===== src/rtl/dmawp_pkg.sv =====
package dmawp_pkg;

   // Register word offsets
   typedef enum logic [2:0] {
      RA_OWNER = 3'd0,
      RA_LOCK  = 3'd1,
      RA_IRQEN = 3'd2,
      RA_S1FLG = 3'd3,
      RA_S1ADR = 3'd4,
      RA_S2FLG = 3'd5,
      RA_S2ADR = 3'd6
   } reg_addr_e;

   // Classification of one DMA write
   typedef struct packed {
      logic own_lock;
      logic non_own;
   } viol_kind_t;

   // Per-subsystem flag register, bit 0 = non_own
   typedef struct packed {
      logic ovf;
      logic own_lock;
      logic non_own;
   } viol_flags_t;

endpackage


===== src/rtl/dmawp_cfg_regs.sv =====
module dmawp_cfg_regs
   import dmawp_pkg::*;
#(
   parameter int NUM_BLK = 8,
   parameter int DATA_W  = 32
)(
   input  logic               clk,
   input  logic               rst_n,
   input  logic               reg_wr,
   input  logic [2:0]         reg_addr,
   input  logic [DATA_W-1:0]  reg_wdata,
   output logic [NUM_BLK-1:0] owner_map,
   output logic [NUM_BLK-1:0] lock_map,
   output logic               s2_irq_en
);

   logic unused_wdata_hi;
   assign unused_wdata_hi = ^reg_wdata[DATA_W-1:NUM_BLK];

   always_ff @(posedge clk) begin
      if (!rst_n) begin
         owner_map <= '0;
         lock_map  <= '0;
         s2_irq_en <= 1'b0;
      end else if (reg_wr) begin
         case (reg_addr_e'(reg_addr))
            RA_OWNER: owner_map <= reg_wdata[NUM_BLK-1:0];
            RA_LOCK:  lock_map  <= reg_wdata[NUM_BLK-1:0];
            RA_IRQEN: s2_irq_en <= reg_wdata[0];
            default:  ;
         endcase
      end
   end

endmodule


===== src/rtl/dmawp_judge.sv =====
module dmawp_judge
   import dmawp_pkg::*;
#(
   parameter int NUM_BLK = 8,
   parameter int IDX_W   = $clog2(NUM_BLK),
   parameter int SUB_ID  = 0
)(
   input  logic               wr,
   input  logic               dbg,
   input  logic [IDX_W-1:0]   blk,
   input  logic [NUM_BLK-1:0] owner_map,
   input  logic [NUM_BLK-1:0] lock_map,
   output logic               mem_we,
   output viol_kind_t         kind
);

   localparam logic OWN_CODE = (SUB_ID != 0);

   logic screened;
   logic owner_hit;

   assign screened      = wr & ~dbg;
   assign owner_hit     = (owner_map[blk] == OWN_CODE);
   assign kind.non_own  = screened & ~owner_hit;
   assign kind.own_lock = screened & owner_hit & lock_map[blk];
   assign mem_we        = wr & ~(kind.non_own | kind.own_lock);

endmodule


===== src/rtl/dmawp_viol_log.sv =====
module dmawp_viol_log
   import dmawp_pkg::*;
#(
   parameter int ADDR_W    = 13,
   parameter bit IRQ_GATED = 1'b0
)(
   input  logic              clk,
   input  logic              rst_n,
   input  viol_kind_t        kind,
   input  logic [ADDR_W-1:0] addr,
   input  logic              clr_wr,
   input  logic [2:0]        clr_mask,
   input  logic              irq_en,
   output viol_flags_t       flags_q,
   output logic [ADDR_W-1:0] cap_addr,
   output logic              irq
);

   logic       hit;
   logic       any_set;
   logic       irq_gate;
   logic [2:0] clr;

   assign hit      = kind.non_own | kind.own_lock;
   assign any_set  = flags_q.non_own | flags_q.own_lock;
   assign irq_gate = IRQ_GATED ? irq_en : 1'b1;
   assign clr      = clr_wr ? clr_mask : 3'b000;

   always_ff @(posedge clk) begin
      if (!rst_n) begin
         flags_q  <= '0;
         cap_addr <= '0;
         irq      <= 1'b0;
      end else begin
         flags_q.non_own  <= (flags_q.non_own  & ~clr[0]) | kind.non_own;
         flags_q.own_lock <= (flags_q.own_lock & ~clr[1]) | kind.own_lock;
         flags_q.ovf      <= (flags_q.ovf      & ~clr[2]) | (hit & any_set);
         if (hit && !any_set)
            cap_addr <= addr;
         irq <= hit & irq_gate;
      end
   end


   irq_cause_chk: assert property (@(posedge clk) disable iff (!rst_n)
      irq |-> $past(hit));


   ovf_sticky_chk: assert property (@(posedge clk) disable iff (!rst_n)
      (flags_q.ovf && !clr[2]) |=> flags_q.ovf);


   addr_hold_chk: assert property (@(posedge clk) disable iff (!rst_n)
      any_set |=> $stable(cap_addr));

endmodule


===== src/rtl/dmawp_guard.sv =====
module dmawp_guard
   import dmawp_pkg::*;
#(
   parameter int NUM_BLK = 8,
   parameter int ADDR_W  = 13,
   parameter int DATA_W  = 32
)(
   input  logic              clk,
   input  logic              rst_n,
   input  logic              reg_wr,
   input  logic [2:0]        reg_addr,
   input  logic [DATA_W-1:0] reg_wdata,
   output logic [DATA_W-1:0] reg_rdata,
   input  logic              s1_dma_wr,
   input  logic [ADDR_W-1:0] s1_dma_addr,
   input  logic              s1_dma_dbg,
   output logic              s1_mem_we,
   input  logic              s2_dma_wr,
   input  logic [ADDR_W-1:0] s2_dma_addr,
   input  logic              s2_dma_dbg,
   output logic              s2_mem_we,
   output logic              s1_err_irq,
   output logic              s2_av_irq
);

   localparam int IDX_W = $clog2(NUM_BLK);

   if (NUM_BLK < 2 || (NUM_BLK & (NUM_BLK - 1)) != 0) begin : g_bad_blk
      $error("NUM_BLK must be a power of two of at least 2");
   end
   if (ADDR_W <= IDX_W) begin : g_bad_addr
      $error("ADDR_W must exceed the block index width");
   end
   if (DATA_W <= NUM_BLK || DATA_W < ADDR_W) begin : g_bad_data
      $error("DATA_W too narrow for the register map");
   end

   logic [NUM_BLK-1:0] owner_map;
   logic [NUM_BLK-1:0] lock_map;
   logic               s2_irq_en;

   logic [1:0]        wr_v, dbg_v, we_v, irq_v;
   logic [ADDR_W-1:0] addr_v [2];
   logic [ADDR_W-1:0] cap_v  [2];
   viol_kind_t        kind_v [2];
   viol_flags_t       flg_v  [2];

   assign wr_v      = {s2_dma_wr,  s1_dma_wr};
   assign dbg_v     = {s2_dma_dbg, s1_dma_dbg};
   assign addr_v[0] = s1_dma_addr;
   assign addr_v[1] = s2_dma_addr;
   assign s1_mem_we  = we_v[0];
   assign s2_mem_we  = we_v[1];
   assign s1_err_irq = irq_v[0];
   assign s2_av_irq  = irq_v[1];

   dmawp_cfg_regs #(.NUM_BLK(NUM_BLK), .DATA_W(DATA_W)) u_cfg (
      .clk       (clk),
      .rst_n     (rst_n),
      .reg_wr    (reg_wr),
      .reg_addr  (reg_addr),
      .reg_wdata (reg_wdata),
      .owner_map (owner_map),
      .lock_map  (lock_map),
      .s2_irq_en (s2_irq_en)
   );

   for (genvar s = 0; s < 2; s++) begin : g_sub
      localparam logic [2:0] FLG_OFS = (s == 0) ? RA_S1FLG : RA_S2FLG;

      logic clr_hit;
      assign clr_hit = reg_wr && (reg_addr == FLG_OFS);

      dmawp_judge #(.NUM_BLK(NUM_BLK), .IDX_W(IDX_W), .SUB_ID(s)) u_judge (
         .wr        (wr_v[s]),
         .dbg       (dbg_v[s]),
         .blk       (addr_v[s][ADDR_W-1 -: IDX_W]),
         .owner_map (owner_map),
         .lock_map  (lock_map),
         .mem_we    (we_v[s]),
         .kind      (kind_v[s])
      );

      dmawp_viol_log #(.ADDR_W(ADDR_W), .IRQ_GATED(s != 0)) u_log (
         .clk      (clk),
         .rst_n    (rst_n),
         .kind     (kind_v[s]),
         .addr     (addr_v[s]),
         .clr_wr   (clr_hit),
         .clr_mask (reg_wdata[2:0]),
         .irq_en   (s2_irq_en),
         .flags_q  (flg_v[s]),
         .cap_addr (cap_v[s]),
         .irq      (irq_v[s])
      );


      dbg_pass_chk: assert property (@(posedge clk) disable iff (!rst_n)
         (wr_v[s] && dbg_v[s]) |-> we_v[s]);


      we_needs_req_chk: assert property (@(posedge clk) disable iff (!rst_n)
         we_v[s] |-> wr_v[s]);


      kind_excl_chk: assert property (@(posedge clk) disable iff (!rst_n)
         $onehot0({kind_v[s].non_own, kind_v[s].own_lock}));


      w1c_clear_chk: assert property (@(posedge clk) disable iff (!rst_n)
         (clr_hit && reg_wdata[0] && !kind_v[s].non_own) |=> !flg_v[s].non_own);
   end

   always_comb begin
      reg_rdata = '0;
      case (reg_addr_e'(reg_addr))
         RA_OWNER: reg_rdata[NUM_BLK-1:0] = owner_map;
         RA_LOCK:  reg_rdata[NUM_BLK-1:0] = lock_map;
         RA_IRQEN: reg_rdata[0]           = s2_irq_en;
         RA_S1FLG: reg_rdata[2:0]         = flg_v[0];
         RA_S1ADR: reg_rdata[ADDR_W-1:0]  = cap_v[0];
         RA_S2FLG: reg_rdata[2:0]         = flg_v[1];
         RA_S2ADR: reg_rdata[ADDR_W-1:0]  = cap_v[1];
         default:  reg_rdata = '0;
      endcase
   end

endmodule


===== config.mk =====
export PLATFORM = sky130hd
export DESIGN_NAME = dmawp_guard
export DESIGN_NICKNAME = d
export VERILOG_FILES = /design/src/rtl/dmawp_pkg.sv /design/src/rtl/dmawp_cfg_regs.sv /design/src/rtl/dmawp_judge.sv /design/src/rtl/dmawp_viol_log.sv /design/src/rtl/dmawp_guard.sv
export SDC_FILE = /design/constraint.sdc
export NUM_CORES = 1
export LEC_CHECK = 0
export BUFFER_PORTS_ARGS = -buffer_cell sky130_fd_sc_hd__buf_2
export CAP_MARGIN = 30
export CORE_MARGIN = 2
export CORE_UTILIZATION = 54
export DETAILED_ROUTE_END_ITERATION = 6
export HOLD_SLACK_MARGIN = 0.12
export PLACE_DENSITY_LB_ADDON = 0.12
export RECOVER_POWER = 50
export SYNTH_ARGS = -nofsm -noshare
export SYNTH_HDL_FRONTEND = slang
export SYNTH_HIERARCHICAL = 1
export SYNTH_SLANG_ARGS = --single-unit
export TNS_END_PERCENT = 50

===== constraint.sdc =====
create_clock -name clk -period 3.21 [get_ports clk]
set_input_delay 0.1605 -clock clk [delete_from_list [all_inputs] [get_ports clk]]
set_output_delay 0.1605 -clock clk [all_outputs]
set_load 0.05 [all_outputs]

Word-level counts from Yosys, hierarchy flattened
Cells that the tools add are included.

storage, ports and cells
  output and inout port bits = 36
  register bits = 51

cells by class
  order comparisons = 2
  bitwise logic cells = 41
  reduce and logical (&&, ||, !) cells = 10
  equality and inequality tests = 6
  muxes and demuxes = 14

operators with widths
  cell                                                         count
  case mux 5 bit (4 select lines)                              1
  bitwise AND 1 bit                                            19
  binary-select mux 1 bit (select 3 bit)                       4
  NOT 1 bit                                                    12
  case mux 2 bit (6 select lines)                              1
  OR 1 bit                                                     10
  case mux 5 bit (2 select lines)                              1
  == test 3 bit (second input constant)                        3
  less-than comparator 3 x 4 -> 1 bit (second input constant)  2
  case mux 1 bit (7 select lines)                              1
  == test 3 x 2 -> 1 bit (second input constant)               2
  2-to-1 mux 3 bit                                             2
  AND reduction 2 bit                                          3
  logical AND 1 bit                                            4
  2-to-1 mux 1 bit                                             4
  == test 3 x 1 -> 1 bit (second input constant)               1
  logical NOT 3 bit                                            1
  logical NOT 1 bit                                            2

Longest topological paths before layout
  depth in word-level cells = 8
  gate-level depth with buffers = 8

Hierarchy
The synthesis kept the hierarchy.

by module, submodules not included
  module                            area an instance (sq um)  sequential area each (sq um)  times used  cells an instance
  dmawp_viol_log at g_sub[0].u_log  681.9                     340.3                         1           73
  dmawp_viol_log at g_sub[1].u_log  680.7                     340.3                         1           74
  dmawp_cfg_regs                    668.1                     340.3                         1           67
  dmawp_guard                       600.6                     0.0                           1           84
  dmawp_judge at g_sub[0].u_judge   158.9                     0.0                           1           11
  dmawp_judge at g_sub[1].u_judge   156.4                     0.0                           1           12

Worst setup path before layout
OpenSTA, ideal clock, no wires.

  path type = register to register
  from = register u_cfg.owner_map[3]
  to = register g_sub[0].u_log.cap_addr[0]
  setup time = 0.072 ns
  cell stages (with the launch flop) = 8
  data arrival time = 1.896 ns
  path slack = 1.242 ns
  buffers on the path = 1
  cells stage by stage = dfxtp_1 mux4_1 mux2i_1 nor3b_2 nor2_2 nor3_4 buf_12 mux2i_1

RTL lines
  item                    RTL line              RTL
  start, declared         dmawp_cfg_regs.sv:12  output logic [NUM_BLK-1:0] owner_map,
  start signal, assigned  dmawp_cfg_regs.sv:27  RA_OWNER: owner_map <= reg_wdata[NUM_BLK-1:0];
  end signal, assigned    dmawp_viol_log.sv:39  cap_addr <= addr;
  end, declared           dmawp_viol_log.sv:15  output logic [ADDR_W-1:0] cap_addr,

==> metrics.txt <==
post-route minimum period 2.68 ns; power per cell area a little under 400 mW/mm^2; gr ovfl total 0; chip width 77.9 um; CTS clk-pin slew, worst paths about 0.090 ns; Mapped Avg Cell Area around 9.2 um^2; Syn. warnings 6; Cell variety after synth 35; Starting Density 57.0%; largest net degree at the start of global routing 46; Setup CP Type flop to flop; GPL Wtd Cong roughly 0.82; CP endpoint kind flop; port bufs 60; post-place setup slack about 0.7 ns; CTS tree built; post-CTS resize count 0; post-synth top area cell dfxtp_1; share of the synthesized area in the top cell type 34.6%; initial antenna violation count 0; fill cell count between 400 and 500; share of layout cells above drive strength 1 17.8%; Worst Path Arrival 2.91 ns; slew at the pin closest to its max-slew limit between 1.5 and 2 ns; EDFF count, synth 0; Clock Sinks 51; Pins Over Slew Limit 46; n_diodes 0; post-synthesis sequential area ratio between 30% and 40%; CTS buffer count 5; Max clock buf depth 2; Via density 5.21; outcome finished, violations left; Via Count between 2000 and 2500; hold path depth 3; Worst Path Required 3.45 ns; 1st-iter DRT viols 96; final period utilization approximately 83%; most frequent cells in the layout 91 x nand2_1, 58 x mux2i_1, 51 x dfxtp_1; hold_ws 0.122 ns; routed len/inst 15.0 um; Max H-tree Level 2; max_slew headroom -22.8%; Final Hold Viols 0; Worst Hold Class primary input to flop; r2r worst-path depth 7; io pins about 100; DRC violations left 0; first-pass GRT wire length between 10 and 15 mm; setup ws final 0.534 ns; FF+latch area just over 0.001 mm^2; CTS Root Cell clkbuf_8; setup_tns 0 ns; leakage 1.47 nW; GRT Total Usage 23.3%; Yosys reg bits 51; fraction of registers with async set or reset after synthesis 0%; Max FO, Critical Path 8; area of the multi-input gates roughly 0.0017 mm^2; Die Y 77.9 um; # Max-Cap Violations 1; vias in the first global route 2200; Pre-antenna DRT Iters 4; Row Count 26; # hold bufs at CTS 22; FF-to-FF setup slack 0.53 ns; cell area after synthesis just under 0.003 mm^2; core area approximately 0.0052 mm^2; maximum vdd drop approximately 0.31 mV; HPWL after DPL about 4.9 mm; unrepaired setup endpoints after global routing no; Mapped Cells 321; Post-CTS Setup Inserts 0; commonest non-fill, non-tap cell in the layout nand2_1; die area ~0.0061 mm^2; routed wire length 6.92 mm; Top FF cell, synth dfxtp_1; Max Fclk 0.374 GHz; largest cells by area after synthesis dfxtp_1 35%, mux2i_1 20%, nand2_1 12%; clock skew 0.00512 ns; CP Launch Type flop; failing checks max-capacitance violations, max-slew violations; antenna viol nets, final 0; final setup fails 0; Worst-Skew Late Latency ~0.31 ns; Area growth, synth to finish 16.9%; nets@finish 460
==> through the flow <==
stage	std cells	total power [mW]	utilization [%]	instance area (um^2)
after floorplan	339	0.871	-	3010
after detailed placement	433	0.908	60.8	3140
after global routing	463	1.38	66.6	3440
after CTS	463	1.33	67.0	3460
final	463	1.33	66.6	3440
after global placement	433	0.904	60.8	3140
==> flip-flops by register name, indices dropped and copies added (netlist names) <==
register and cells:
g_sub.u_log/flags_q 6, u_cfg/owner_map 8, g_sub.u_log/irq 2, u_cfg/lock_map 8, u_cfg/s2_irq_en 1, g_sub.u_log/cap_addr 26
==> Yosys cell counts, drive strengths merged (3+ instances only) <==
cell type and number:
nor2b 7, a2bb2oi 6, dfxtp 51, mux2i 58, a21oi 17, nor3b 3
mux2 3, nor3 5, nor2 10, mux4 9, nand2b 3, clkbuf 10
o21ai 3, buf 29, nand2 91
==> layout make-up <==
cell class                      count  area share, %
Clock buffer                        8           2.91
Inverter                            2          0.218
Multi-Input combinational cell    247           49.3
Sequential cell                    51           29.7
Tap cell                           70           2.54
Timing Repair Buffer               85           15.3
==> metal layers <==
layer / wire length, um / global-route usage (%) / vias up
li1: - / - / 1212
met1: 3170 / 30.7 / 1121
met4: 85 / 7.68 / 0
met2: 3290 / 38.9 / 72
met5: 0 / 0 / -
met3: 377 / 3.95 / 8
==> logic make-up after synthesis <==
| group | after synthesis | share of synthesized area [%] |
|---|---|---|
| AO/OA/AOI/OAI | 32 | 6.75 |
| other | 1 | 0.127 |
| multiplexers | 70 | 28.7 |
| buffers and inverters | 41 | 9.81 |
| flip-flops | 51 | 34.6 |
| AND/OR/NAND/NOR | 126 | 19.9 |
==> path summary, 6_finish.rpt <==
check                                                              from                                        to
worst max-delay path                    u_cfg/owner_map[3]$_SDFFE_PN0P_  g_sub[0].u_log/cap_addr[12]$_SDFFE_PN0P_
worst min-delay path                                       reg_wdata[5]           u_cfg/owner_map[5]$_SDFFE_PN0P_
worst max register to register          u_cfg/owner_map[3]$_SDFFE_PN0P_  g_sub[0].u_log/cap_addr[12]$_SDFFE_PN0P_
worst min register to register  g_sub[0].u_log/cap_addr[9]$_SDFFE_PN0P_   g_sub[0].u_log/cap_addr[9]$_SDFFE_PN0P_
==> critical path: stages (launching register included) <==
cell and delay (ns):
dfxtp_1 0.34, mux4_1 0.55, mux2i_1 0.24, nor3b_1 0.50, nor2_2 0.14, nor3_4 0.34, buf_4 0.27, mux2i_1 0.22
==> power by group <==
group | leakage [nW] | switching [mW] | internal (mW)
combinational | 1.01 | 0.164 | 0.0892
sequential | 0.413 | 0.0123 | 0.649
clock | 0.0515 | 0.216 | 0.197
total | 1.47 | 0.392 | 0.936
(Power assumes the default switching activity.)
